$ cat src/rtl/cal_alarm_pkg.sv
package cal_alarm_pkg;
  localparam int FIELD_W  = 8;
  localparam int N_FIELDS = 6;
  localparam int OFF_W    = $clog2(N_FIELDS + 2);
  localparam int CTRL_RPT = N_FIELDS;
  localparam int CTRL_ARM = N_FIELDS + 1;

  typedef enum logic {PIN_IRQ = 1'b0, PIN_FREQ = 1'b1} pin_mode_e;
endpackage

$ cat src/rtl/cal_alarm_unit.sv
module cal_alarm_unit
  import cal_alarm_pkg::*;
#(
  parameter int IDX    = 0,
  parameter int ADDR_W = 5
) (
  input  logic                         clk,
  input  logic                         rst,
  input  logic                         tick,
  input  logic [N_FIELDS*FIELD_W-1:0]  now_flat,
  input  logic                         wr_en,
  input  logic [ADDR_W-1:0]            wr_addr,
  input  logic [FIELD_W-1:0]           wr_data,
  input  logic                         clr_req,
  output logic                         flag,
  output logic                         armed,
  output logic                         rpt,
  output logic [N_FIELDS-1:0]          mask
);
  localparam int SEL_W = ADDR_W - OFF_W;

  logic [FIELD_W-1:0] cmp_q [N_FIELDS];
  logic               sel;
  logic [OFF_W-1:0]   off;
  logic               all_eq;
  logic               fire;

  assign off = wr_addr[OFF_W-1:0];
  assign sel = wr_en && (wr_addr[ADDR_W-1:OFF_W] == SEL_W'(IDX));

  always_comb begin
    all_eq = 1'b1;
    for (int f = 0; f < N_FIELDS; f++) begin
      if (mask[f] && (cmp_q[f] != now_flat[f*FIELD_W +: FIELD_W]))
        all_eq = 1'b0;
    end
  end

  assign fire = tick && armed && (|mask) && all_eq;

  always_ff @(posedge clk) begin
    if (rst) begin
      for (int f = 0; f < N_FIELDS; f++) cmp_q[f] <= '0;
    end else if (sel && (int'(off) < N_FIELDS)) begin
      cmp_q[off] <= wr_data;
    end
  end

  always_ff @(posedge clk) begin
    if (rst) begin
      mask  <= '0;
      rpt   <= 1'b0;
      armed <= 1'b0;
      flag  <= 1'b0;
    end else begin
      if (sel && (int'(off) == N_FIELDS)) begin
        mask  <= wr_data[N_FIELDS-1:0];
        rpt   <= wr_data[CTRL_RPT];
        armed <= wr_data[CTRL_ARM];
      end else if (fire && !rpt) begin
        armed <= 1'b0;
      end
      if (fire)
        flag <= 1'b1;
      else if (clr_req)
        flag <= 1'b0;
    end
  end
endmodule

$ cat src/rtl/cal_pin_drive.sv
module cal_pin_drive
  import cal_alarm_pkg::*;
#(
  parameter int N_ALARMS = 2
) (
  input  logic                clk,
  input  logic                rst,
  input  pin_mode_e           mode,
  input  logic [N_ALARMS-1:0] flags,
  input  logic [N_ALARMS-1:0] ien,
  input  logic                freq_in,
  output logic                pin_n
);
  always_ff @(posedge clk) begin
    if (rst)
      pin_n <= 1'b1;
    else if (mode == PIN_FREQ)
      pin_n <= freq_in;
    else
      pin_n <= ~|(flags & ien);
  end
endmodule

$ cat src/rtl/cal_alarm_top.sv
module cal_alarm_top
  import cal_alarm_pkg::*;
#(
  parameter int N_ALARMS = 2,
  parameter int ADDR_W   = 5
) (
  input  logic                clk,
  input  logic                rst,
  input  logic                sec_tick,
  input  logic [7:0]          now_sec,
  input  logic [7:0]          now_min,
  input  logic [7:0]          now_hour,
  input  logic [7:0]          now_wday,
  input  logic [7:0]          now_date,
  input  logic [7:0]          now_month,
  input  logic                wr_en,
  input  logic [ADDR_W-1:0]   wr_addr,
  input  logic [7:0]          wr_data,
  input  logic                freq_in,
  output logic                irq_fout_n,
  output logic [N_ALARMS-1:0] alarm_flag,
  output logic [N_ALARMS-1:0] alarm_armed
);
  localparam int CFG_ADDR  = N_ALARMS << OFF_W;
  localparam int STAT_ADDR = CFG_ADDR + 1;

  logic [N_FIELDS*FIELD_W-1:0] now_flat;
  pin_mode_e                   mode_q;
  logic [N_ALARMS-1:0]         ien_q;
  logic [N_ALARMS-1:0]         clr_vec;
  logic [N_ALARMS-1:0]         rpt_vec;
  logic [N_ALARMS*N_FIELDS-1:0] mask_flat;

  assign now_flat = {now_month, now_date, now_wday, now_hour, now_min, now_sec};
  assign clr_vec  = (wr_en && (wr_addr == ADDR_W'(STAT_ADDR))) ? wr_data[N_ALARMS-1:0] : '0;

  always_ff @(posedge clk) begin
    if (rst) begin
      mode_q <= PIN_IRQ;
      ien_q  <= '0;
    end else if (wr_en && (wr_addr == ADDR_W'(CFG_ADDR))) begin
      mode_q <= pin_mode_e'(wr_data[0]);
      ien_q  <= wr_data[N_ALARMS:1];
    end
  end

  for (genvar k = 0; k < N_ALARMS; k++) begin : g_alarm
    cal_alarm_unit #(.IDX(k), .ADDR_W(ADDR_W)) u_unit (
      .clk      (clk),
      .rst      (rst),
      .tick     (sec_tick),
      .now_flat (now_flat),
      .wr_en    (wr_en),
      .wr_addr  (wr_addr),
      .wr_data  (wr_data),
      .clr_req  (clr_vec[k]),
      .flag     (alarm_flag[k]),
      .armed    (alarm_armed[k]),
      .rpt      (rpt_vec[k]),
      .mask     (mask_flat[k*N_FIELDS +: N_FIELDS])
    );
  end

  cal_pin_drive #(.N_ALARMS(N_ALARMS)) u_pin (
    .clk     (clk),
    .rst     (rst),
    .mode    (mode_q),
    .flags   (alarm_flag),
    .ien     (ien_q),
    .freq_in (freq_in),
    .pin_n   (irq_fout_n)
  );
endmodule

$ cat config.mk
export PLATFORM = sky130hd
export DESIGN_NAME = cal_alarm_top
export DESIGN_NICKNAME = d
export VERILOG_FILES = /design/src/rtl/cal_alarm_pkg.sv /design/src/rtl/cal_alarm_unit.sv /design/src/rtl/cal_pin_drive.sv /design/src/rtl/cal_alarm_top.sv
export SDC_FILE = /design/constraint.sdc
export NUM_CORES = 1
export LEC_CHECK = 0
export BUFFER_PORTS_ARGS = -buffer_cell sky130_fd_sc_hd__clkbuf_2
export CORE_AREA = 3 3 142 144
export CTS_CLUSTER_SIZE = 12
export DETAILED_ROUTE_END_ITERATION = 12
export DIE_AREA = 0 0 145 147
export HOLD_SLACK_MARGIN = 0.12
export MAX_ROUTING_LAYER = met4
export PLACE_DENSITY = 0.59
export SYNTH_ARGS = -nofsm -noshare
export SYNTH_HDL_FRONTEND = slang
export SYNTH_SLANG_ARGS = --single-unit
$ cat constraint.sdc
create_clock -name clk -period 1.8 [get_ports clk]
set_input_delay 0.36 -clock clk [delete_from_list [all_inputs] [get_ports clk]]
set_output_delay 0.36 -clock clk [all_outputs]
set_load 0.02 [all_outputs]
==> impl_metrics.tcl, run 1 <==
set metrics [dict create \
    timing.final.ws_setup_ns 0.170 \
    internal_power_mw 5.61 \
    static-leakage-power_nw 2.70 \
    critPathCaptureType "register" \
    vias_per_cell 4.61 \
    synth_area_sq_um 5680 \
    detail_route.first_pass.iterations 4 \
    synth-edff-count 96 \
    switching_power_mw 1.54 \
    synth_cell_types 37 \
    clock_sink_count 118 \
    numCtsBuffers 17 \
    first_global_vias 4144 \
    power.sequential.fraction_pct 43.9 \
    critical_path.max_stage_delay_ns 0.39 \
    critical_path_startpoint "g_alarm[0].u_unit.cmp_q[5][2]" \
    dp.final_hpwl_microns 11700 \
    die_h_microns 147 \
    reg2regPathDepth 5 \
    totalPowerFinal_mw 7.15 \
    finalHoldViolCount 0 \
    place.gp.congestion 0.830 \
    finalNetCount 635 \
    hp-class "in2reg" \
    power.combinational.fraction_pct 7.8 \
    netlist_instances 478 \
    clk_root_buffer_cell "sky130_fd_sc_hd__clkbuf_16" \
    share_clk_of_total_power_pct 48.3 \
    finalSetupTns_ns 0 \
    synth.top_cell.area_share_pct 50.8 \
    gr-usage-all-layers_pct 15.6 \
    status "finished clean" \
    multi_input_area_sq_um 2220 \
    n_fill_cell 1860 \
    synthesis.area_per_instance_sq_um 11.9 \
    cpMaxStageDelayCell "sky130_fd_sc_hd__edfxtp_1" \
    final_period_util_pct 90.5 \
    grt_first_pass_wirelength_microns 23900 \
    clock_skew_ns 0.00647 \
    preCtsSetupSlack_ns -0.0116 \
    globalRouteOverflowTotal 0 \
    regArea_sq_um 3320 \
    drtIter0Drc 288 \
    timing.final.max_slew_violations 0 \
    worst-r2r-setup-slack_ns 0.17 \
    cts.clk_slew.worst_paths_ns 0.05 \
    post-synth-top-area-cell "sky130_fd_sc_hd__edfxtp_1" \
    rsz_0062_raised_after_global_routing "false" \
    max-vdd-ir-drop_uv 652 \
    final_critical_delay_including_setup_and_external_delays_ns 1.63 \
    synth.top_cells.by_area "sky130_fd_sc_hd__edfxtp_1 (51%), sky130_fd_sc_hd__xnor2_1 (15%), sky130_fd_sc_hd__dfxtp_1 (7.8%), sky130_fd_sc_hd__nor2_1 (3.7%), sky130_fd_sc_hd__and2_1 (3.5%)" \
    num_io_pins 71 \
    maxCapViolCount 0 \
    floorplan.die.width_microns 145 \
    crit_path_category "reg2reg" \
    cpMostUsedCell "sky130_fd_sc_hd__nand4_1" \
    core_sq_um 18800 \
    via_count 3883 \
    insertion_delay_ns 0.42 \
    postCtsSetupBuffers 0 \
    crit-reg2reg-launch "g_alarm[0].u_unit.cmp_q[5][2]" \
    synth_async_sr_flop_share_pct 0 \
    drt_drc_violations_left 0 \
    slew_headroom_pct 70.8 \
    initial_utilization_pct 30.1 \
    worst-endpoint-arrival_ns 1.94 \
    most-common-layout-cells "sky130_fd_sc_hd__xnor2_1 (96), sky130_fd_sc_hd__edfxtp_1 (96), sky130_fd_sc_hd__clkbuf_2 (70)" \
    std_cell_rows 50 \
    htreeDepth 4 \
    regToRegEndpoint "g_alarm[0].u_unit.armed" \
    final_layout_size_suffix_gt1_share_pct 23.4 \
    worstPathMaxFanout 2 \
    antenna_nets_post_route 0 \
    worstSetupEndpoint "g_alarm[0].u_unit.armed" \
    synth.net_count 544 \
    cts_tree "done" \
    path_cells "xnor2_1 -> nand4_1 -> o21ai_0 -> nand4_1 -> o31a_1" \
    yosys_warnings 0 \
    antenna_found_initial 1 \
    timing.critical_path.from_type "register" \
    numPortBuffers 70 \
    switching_share_pct 21.5 \
    area.growth.synth_to_final_pct 24.1 \
    final-setup-viol-count 0 \
    yosys_most_used_dff "sky130_fd_sc_hd__edfxtp_1" \
    tightestPinTransition_ns 0.434 \
    totalWireLength_microns 15500 \
    routed_wire_length_per_instance_microns 18.3 \
    synth-seq-area-share_pct 58.5 \
    clock.fmax_mhz 614 \
    die_area_sq_um 21300 \
    ys_ff_latch 118 \
    grt_start_max_net_pins 25 \
    timing.critical_path.required_ns 2.11 \
    power.density_nw_per_um2 1020 \
    clockBufferDepth 2 \
]
## worst max-delay path, delay by kind of cell, from the launching register on
family	cells	cell delay (ns)
xor gates and xnor gates	1	0.17
DFF	1	0.39
AOI/OAI and AO/OA	2	0.63
and+or+nand+nor	2	0.33
## per-layer routing
layer  track usage, %  wire length (microns)  vias to the layer above
met3             4.97                   1140                       20
met4             5.37                    266                        0
met1             18.4                   6340                     1885
li1                 -                      -                     1863
met5                -                      0                        -
met2             25.3                   7720                      115
## flip-flops by register name, summed over array words and instances, names as in the netlist
register              flops
mode_q                    1
g_alarm.u_unit.rpt        2
g_alarm.u_unit.mask      12
g_alarm.u_unit.armed      2
ien_q                     2
u_pin.pin_n               1
g_alarm.u_unit.flag       2
g_alarm.u_unit.cmp_q     96
## power by group through the flow
| stage | Clock (mW) | Combinational (mW) | Sequential [mW] |
|---|---|---|---|
| global placement | 0 | 0.547 | 3.19 |
| global route | 3.63 | 0.610 | 3.15 |
| floorplan | 0 | 0.323 | 3.18 |
| CTS | 3.51 | 0.564 | 3.14 |
| detailed placement | 0 | 0.562 | 3.20 |
| finish | 3.46 | 0.558 | 3.14 |
## synthesized netlist by cell type (2+ instances only)
cell type	number
sky130_fd_sc_hd__edfxtp_1	96
sky130_fd_sc_hd__xnor2_1	96
sky130_fd_sc_hd__nor2_1	56
sky130_fd_sc_hd__and2_1	32
sky130_fd_sc_hd__nand4_1	30
sky130_fd_sc_hd__nand2_1	27
sky130_fd_sc_hd__and3_1	25
sky130_fd_sc_hd__dfxtp_1	22
sky130_fd_sc_hd__mux2i_1	19
sky130_fd_sc_hd__o21ai_0	13
sky130_fd_sc_hd__clkbuf_1	10
sky130_fd_sc_hd__inv_1	8
sky130_fd_sc_hd__buf_4	6
sky130_fd_sc_hd__buf_2	5
sky130_fd_sc_hd__or2_2	4
sky130_fd_sc_hd__nor2b_1	3
sky130_fd_sc_hd__nand3b_1	2
sky130_fd_sc_hd__nor3_2	2
sky130_fd_sc_hd__o22ai_1	2
sky130_fd_sc_hd__o311a_1	2
sky130_fd_sc_hd__or4_1	2
## per-stage QoR
step | hold slack, ns | cells | area, sq um | utilization [%]
floorplan | 0.454 | 478 | 5680 | -
global placement | 0.475 | 810 | 6420 | 34.1
detailed placement | 0.483 | 810 | 6420 | 34.1
CTS | 0.144 | 842 | 7040 | 37.4
global route | 0.163 | 843 | 7050 | 37.4
finish | 0.160 | 843 | 7050 | 37.4
## how the worst min path moves through the flow
| stage | from | end | cells after the start |
|---|---|---|---|
| after global routing | freq_in | u_pin.pin_n | 3 |
| after CTS | freq_in | u_pin.pin_n | 3 |
| after global placement | g_alarm[0].u_unit.rpt | g_alarm[0].u_unit.rpt | 2 |
| final | freq_in | u_pin.pin_n | 3 |
| after detailed placement | g_alarm[0].u_unit.rpt | g_alarm[0].u_unit.rpt | 2 |
| after floorplan | g_alarm[0].u_unit.rpt | g_alarm[0].u_unit.rpt | 2 |
## kinds of logic (layout without fill, tap and decap cells)
family | count (synthesis) | in the layout | synth area share (%)
buf+inv | 30 | 134 | 2.49
other cells | 0 | 1 | 0
compound gates | 24 | 24 | 2.76
mux | 19 | 19 | 3.35
flops | 118 | 118 | 58.5
xor+xnor | 96 | 96 | 14.8
simple gates | 191 | 191 | 18.1
## timing repair
action,in CTS,in global routing
gates resized for setup,0,1
setup endpoints to repair,0,1
hold buffers,0,0
## layout make-up
class	instances	share of cell area, %
inverter	9	0.479
tap	260	4.62
antenna	1	0.0355
sequential	118	47.2
timing repair buffer	93	7.42
clock buffer	27	8.03
multi-input combinational	330	31.5
clock inverter	5	0.781
Power figures use the tool's default switching activity.
==> inputs of run 2 (changes only) <==
--- a/config.mk
+++ b/config.mk
@@ -13,6 +13,7 @@
 export HOLD_SLACK_MARGIN = 0.12
 export MAX_ROUTING_LAYER = met4
 export PLACE_DENSITY = 0.59
+export REMOVE_ABC_BUFFERS = 1
 export SYNTH_ARGS = -nofsm -noshare
 export SYNTH_HDL_FRONTEND = slang
 export SYNTH_SLANG_ARGS = --single-unit
==> run 2 against run 1 <==
Critical path depth shrank 1. Wire length shrank 2.5%. Highest routed layer unchanged. Register-to-register slack gained 0.10 ns. Flip-flop and latch count is the same. Via count is the same. Critical endpoint is now g_alarm[1].u_unit.flag. Clock skew shrank 0.0020 ns. Worst hold slack gained 0.012 ns. Global-route usage shrank 0.62 points.
==> impl_metrics.tcl, run 2 (synthesis results as in run 1) <==
set metrics [dict create \
    floorplan.die.width_microns 145 \
    clockBufferDepth 2 \
    holdBufCountCts 0 \
    timing.critical_path.required_ns 2.09 \
    cts.clk_slew.worst_paths_ns 0.05 \
    numCtsBuffers 17 \
    path_cells "or4_1 -> o311a_1 -> nand4_1 -> o22ai_1" \
    cts_tree "done" \
    num_io_pins 71 \
    initial_utilization_pct 30.1 \
    die_area_sq_um 21300 \
    internal_power_mw 5.34 \
    tightestPinTransition_ns 0.484 \
    place_area_sq_um 6420 \
    critPathCaptureType "register" \
    clock_sink_count 118 \
    antenna_nets_post_route 0 \
    most-common-layout-cells "sky130_fd_sc_hd__xnor2_1 (96), sky130_fd_sc_hd__edfxtp_1 (96), sky130_fd_sc_hd__clkbuf_2 (70)" \
    totalPowerFinal_mw 6.80 \
    final_period_util_pct 85.0 \
    std_cell_rows 50 \
    hold_path.startpoint "freq_in" \
    slew_headroom_pct 67.6 \
    status "finished clean" \
    final_critical_delay_including_setup_and_external_delays_ns 1.53 \
    switching_power_mw 1.46 \
    antenna_found_initial 3 \
    max-vdd-ir-drop_uv 632 \
    drt_drc_violations_left 0 \
    flip_flop_count_of_the_largest_register_after_layout 96 \
    registers.top_by_ff_count "g_alarm.u_unit.cmp_q" \
    timing.critical_path.from_type "register" \
    cts-resized-gates 0 \
    final_layout_size_suffix_gt1_share_pct 22.5 \
    area.growth.synth_to_final_pct 23.1 \
    gr-usage-all-layers_pct 15.0 \
    clock.fmax_mhz 654 \
    power.combinational.fraction_pct 8.2 \
    core_sq_um 18800 \
    clock_skew_ns 0.00447 \
    finalCoreUtilization_pct 37.1 \
    share_clk_of_total_power_pct 45.6 \
    dp.final_hpwl_microns 11500 \
    maxCapViolCount 0 \
    drtIter0Drc 315 \
    vias_per_cell 4.59 \
    crit_path_category "reg2reg" \
    timing.final.max_slew_violations 0 \
    globalRouteOverflowTotal 0 \
    grt_first_pass_wirelength_microns 23000 \
    worst-r2r-setup-slack_ns 0.27 \
    switching_share_pct 21.4 \
    worstPathMaxFanout 3 \
    power.sequential.fraction_pct 46.3 \
    first_global_vias 4145 \
    totalWireLength_microns 15100 \
    insertion_delay_ns 0.41 \
    cpMaxStageDelayCell "sky130_fd_sc_hd__or4_1" \
    hp-class "in2reg" \
    worst-endpoint-arrival_ns 1.82 \
    htreeDepth 4 \
    power.density_nw_per_um2 972 \
    preCtsSetupSlack_ns -0.0596 \
    finalHoldViolCount 0 \
    critical_path.max_stage_delay_ns 0.55 \
    finalNetCount 634 \
    numPortBuffers 70 \
    crit-reg2reg-launch "g_alarm[1].u_unit.mask[0]" \
    postCtsSetupBuffers 0 \
    fin_area_sq_um 6990 \
    finalSetupTns_ns 0 \
    final-setup-viol-count 0 \
    critical_path_startpoint "g_alarm[1].u_unit.mask[0]" \
    static-leakage-power_nw 2.66 \
    grt_start_max_net_pins 25 \
    die_h_microns 147 \
    rsz_0062_raised_after_global_routing "false" \
    clk_root_buffer_cell "sky130_fd_sc_hd__clkbuf_16" \
    via_count 3883 \
    place.gp.congestion 0.837 \
    timing.final.ws_setup_ns 0.270 \
    routed_wire_length_per_instance_microns 17.8 \
    layout_top_registers "g_alarm.u_unit.cmp_q (96), g_alarm.u_unit.mask (12)" \
    detail_route.first_pass.iterations 4 \
]
[run 2: power by group through the flow]
stage	combinational, mW	sequential [mW]	clock (mW)
finish	0.555	3.14	3.10
global route	0.612	3.15	3.24
CTS	0.563	3.15	3.14
detailed placement	0.561	3.20	0
global placement	0.548	3.19	0
floorplan	0.295	3.18	0
[run 2: critical path, delay by kind of cell (launching register included)]
| family | cells | cell delay, ns |
|---|---|---|
| AOI/OAI and AO/OA | 2 | 0.39 |
| DFF | 1 | 0.33 |
| and+or+nand+nor | 2 | 0.68 |
[run 2: stage by stage]
stage / cells / hold WS [ns]
after floorplan: 457 / 0.432
after detailed placement: 809 / 0.483
after global routing: 844 / 0.176
final: 846 / 0.172
after CTS: 841 / 0.159
after global placement: 809 / 0.468
[run 2: path summary, 6_finish.rpt]
path                                  to  cells past startpoint
setup / recovery  g_alarm[1].u_unit.flag                      4
hold / removal               u_pin.pin_n                      3
setup reg to reg  g_alarm[1].u_unit.flag                      4
hold reg to reg    g_alarm[0].u_unit.rpt                      2
[run 2: area by class of cell]
type,instances,area (sq um)
fillers,1859,11800
flip-flops and latches,118,3320
multi-input cells,330,2210
clock buffers,29,541
repair buffers,92,528
well taps,260,325
inverters,9,33.8
clock inverters,3,15.0
diodes,5,12.5
[run 2: routing by layer]
layer	share of wire [%]	vias up	GRT usage [%]
li1	-	1868	-
met1	43	1879	17.3
met2	49	111	24.4
met3	6.3	25	4.38
met4	2.1	0	6.41
met5	0	-	-
==> inputs of run 3 (changes only) <==
--- a/config.mk
+++ b/config.mk
@@ -11,7 +11,6 @@
 export DETAILED_ROUTE_END_ITERATION = 12
 export DIE_AREA = 0 0 145 147
 export HOLD_SLACK_MARGIN = 0.12
-export MAX_ROUTING_LAYER = met4
 export PLACE_DENSITY = 0.59
 export REMOVE_ABC_BUFFERS = 1
 export SYNTH_ARGS = -nofsm -noshare
==> run 3 against run 2 <==
Design area shrank 0.11%. Die area is the same. Combinational power is essentially flat. Highest routed layer is now met5. Sequential share of layout area grew 0.051 points. Wire length grew 0.68%. Core utilization is essentially flat. Via count grew 0.54%. Flip-flop and latch count is the same. Critical endpoint is now g_alarm[0].u_unit.armed. Cell count shrank 0.35%.
==> impl_metrics.tcl, run 3 (synthesis results as in run 1) <==
set metrics [dict create \
    place_area_sq_um 6420 \
    critical_path_startpoint "g_alarm[0].u_unit.cmp_q[2][2]" \
    place.gp.congestion 0.824 \
    grt_util_met3_pct 5.18 \
    final_critical_delay_including_setup_and_external_delays_ns 1.53 \
    drtIter0Drc 304 \
    final_period_util_pct 85.3 \
    timing.critical_path.required_ns 2.10 \
    antenna_nets_post_route 0 \
    registers.top_by_ff_count "g_alarm.u_unit.cmp_q" \
    numPortBuffers 70 \
    die_area_sq_um 21300 \
    finalNetCount 634 \
    globalRouteMet1Util_pct 17.2 \
    slew_headroom_pct 67.2 \
    path_cells "xnor2_1 -> nand4_1 -> o21ai_0 -> nand2_1 -> o31a_1" \
    max-vdd-ir-drop_uv 636 \
    htreeDepth 4 \
    worst-endpoint-arrival_ns 1.84 \
    drt_drc_violations_left 0 \
    hp-class "in2reg" \
    timing.final.ws_setup_ns 0.265 \
    cpMaxStageDelayCell "sky130_fd_sc_hd__edfxtp_1" \
    totalWireLength_microns 15200 \
    most-common-layout-cells "sky130_fd_sc_hd__xnor2_1 (96), sky130_fd_sc_hd__edfxtp_1 (96), sky130_fd_sc_hd__clkbuf_2 (70)" \
    crit-reg2reg-launch "g_alarm[0].u_unit.cmp_q[2][2]" \
    timing.critical_path.from_type "register" \
    timing.final.max_slew_violations 0 \
    critical_path.max_stage_delay_ns 0.39 \
    core_sq_um 18800 \
    rsz_0062_raised_after_global_routing "false" \
    tightestPinTransition_ns 0.491 \
    flip_flop_count_of_the_largest_register_after_layout 96 \
    clock_skew_ns 0.00490 \
    grt_start_max_net_pins 25 \
    cts-resized-gates 0 \
    crit_path_category "reg2reg" \
    globalRouteOverflowTotal 0 \
    finalHoldViolCount 0 \
    cts.clk_slew.worst_paths_ns 0.05 \
    final_worst_hold_slack_ns 0.170 \
    first_global_vias 4141 \
    grt-busiest-layer "met2" \
    preCtsSetupSlack_ns -0.0596 \
    holdBufCountCts 0 \
    area.growth.synth_to_final_pct 23.0 \
    vias_per_cell 4.63 \
    clockBufferDepth 2 \
    antenna_found_initial 3 \
    std_cell_rows 50 \
    final_layout_size_suffix_gt1_share_pct 22.5 \
    numCtsBuffers 17 \
    detail_route.first_pass.iterations 5 \
    cts_tree "done" \
    via_count 3904 \
    hold_path.startpoint "freq_in" \
    clock_sink_count 118 \
    status "finished clean" \
    layout_top_registers "g_alarm.u_unit.cmp_q (96), g_alarm.u_unit.mask (12)" \
    initial_utilization_pct 30.1 \
    routed_wire_length_per_instance_microns 18.0 \
    power.density_nw_per_um2 973 \
    floorplan.die.width_microns 145 \
    num_io_pins 71 \
    die_h_microns 147 \
    clock.fmax_mhz 651 \
    gr-usage-all-layers_pct 14.5 \
    postCtsSetupBuffers 0 \
    clk_root_buffer_cell "sky130_fd_sc_hd__clkbuf_16" \
    insertion_delay_ns 0.41 \
    totalPowerFinal_mw 6.80 \
    cpLargestDelayFamily "compound AO/OA/AOI/OAI gates" \
    dp.final_hpwl_microns 11500 \
    crit_buf_inv 0 \
    grtUsageMet2_pct 24.4 \
    critPathCaptureType "register" \
    finalCoreUtilization_pct 37.1 \
    final-setup-viol-count 0 \
    maxCapViolCount 0 \
    fin_area_sq_um 6980 \
    static-leakage-power_nw 2.66 \
    worstPathMaxFanout 2 \
    grt_first_pass_wirelength_microns 23100 \
]
[run 3: cell count changes in the layout (fill, tap and decap cells not counted)]
cell,delta
sky130_fd_sc_hd__diode_2,-3
[run 3: worst paths after layout]
path,end,cells past startpoint,slack (ns)
worst min-delay path,u_pin.pin_n,3,0.17
worst max-delay path,g_alarm[0].u_unit.armed,5,0.27
worst max register to register,g_alarm[0].u_unit.armed,5,0.27
worst min register to register,g_alarm[0].u_unit.rpt,2,0.49
[run 3: through the flow]
step / setup TNS (ns) / std cells
detailed placement: -0.475 / 809
CTS: 0 / 841
global route: 0 / 842
global placement: -0.134 / 809
floorplan: -2.36 / 457
finish: 0 / 843
[run 3: routing by layer]
layer / share of wire [%] / routed length, microns / vias to the layer above
li1: - / - / 1865
met1: 43 / 6490 / 1888
met2: 49 / 7400 / 116
met3: 6.2 / 939 / 31
met4: 2.2 / 335 / 4
met5: 0.11 / 16 / -
[run 3: cell type report]
class / instances / area [sq um]
inverter: 9 / 33.8
timing repair buffer: 92 / 528
sequential: 118 / 3320
fill: 1857 / 11800
tap: 260 / 325
clock inverter: 3 / 15.0
clock buffer: 29 / 541
antenna: 2 / 5.00
multi-input combinational: 330 / 2210
[run 3: worst min-delay path: stages]
cell	delay, ns
sky130_fd_sc_hd__clkbuf_2	0.08
sky130_fd_sc_hd__a21oi_1	0.06
sky130_fd_sc_hd__nand2_1	0.06
[run 3: power by group]
group          leakage [nW]  switching [mW]  internal (mW)
registers              1.09          0.0629           3.08
logic                  1.30           0.303          0.252
clock network         0.277            1.09           2.01
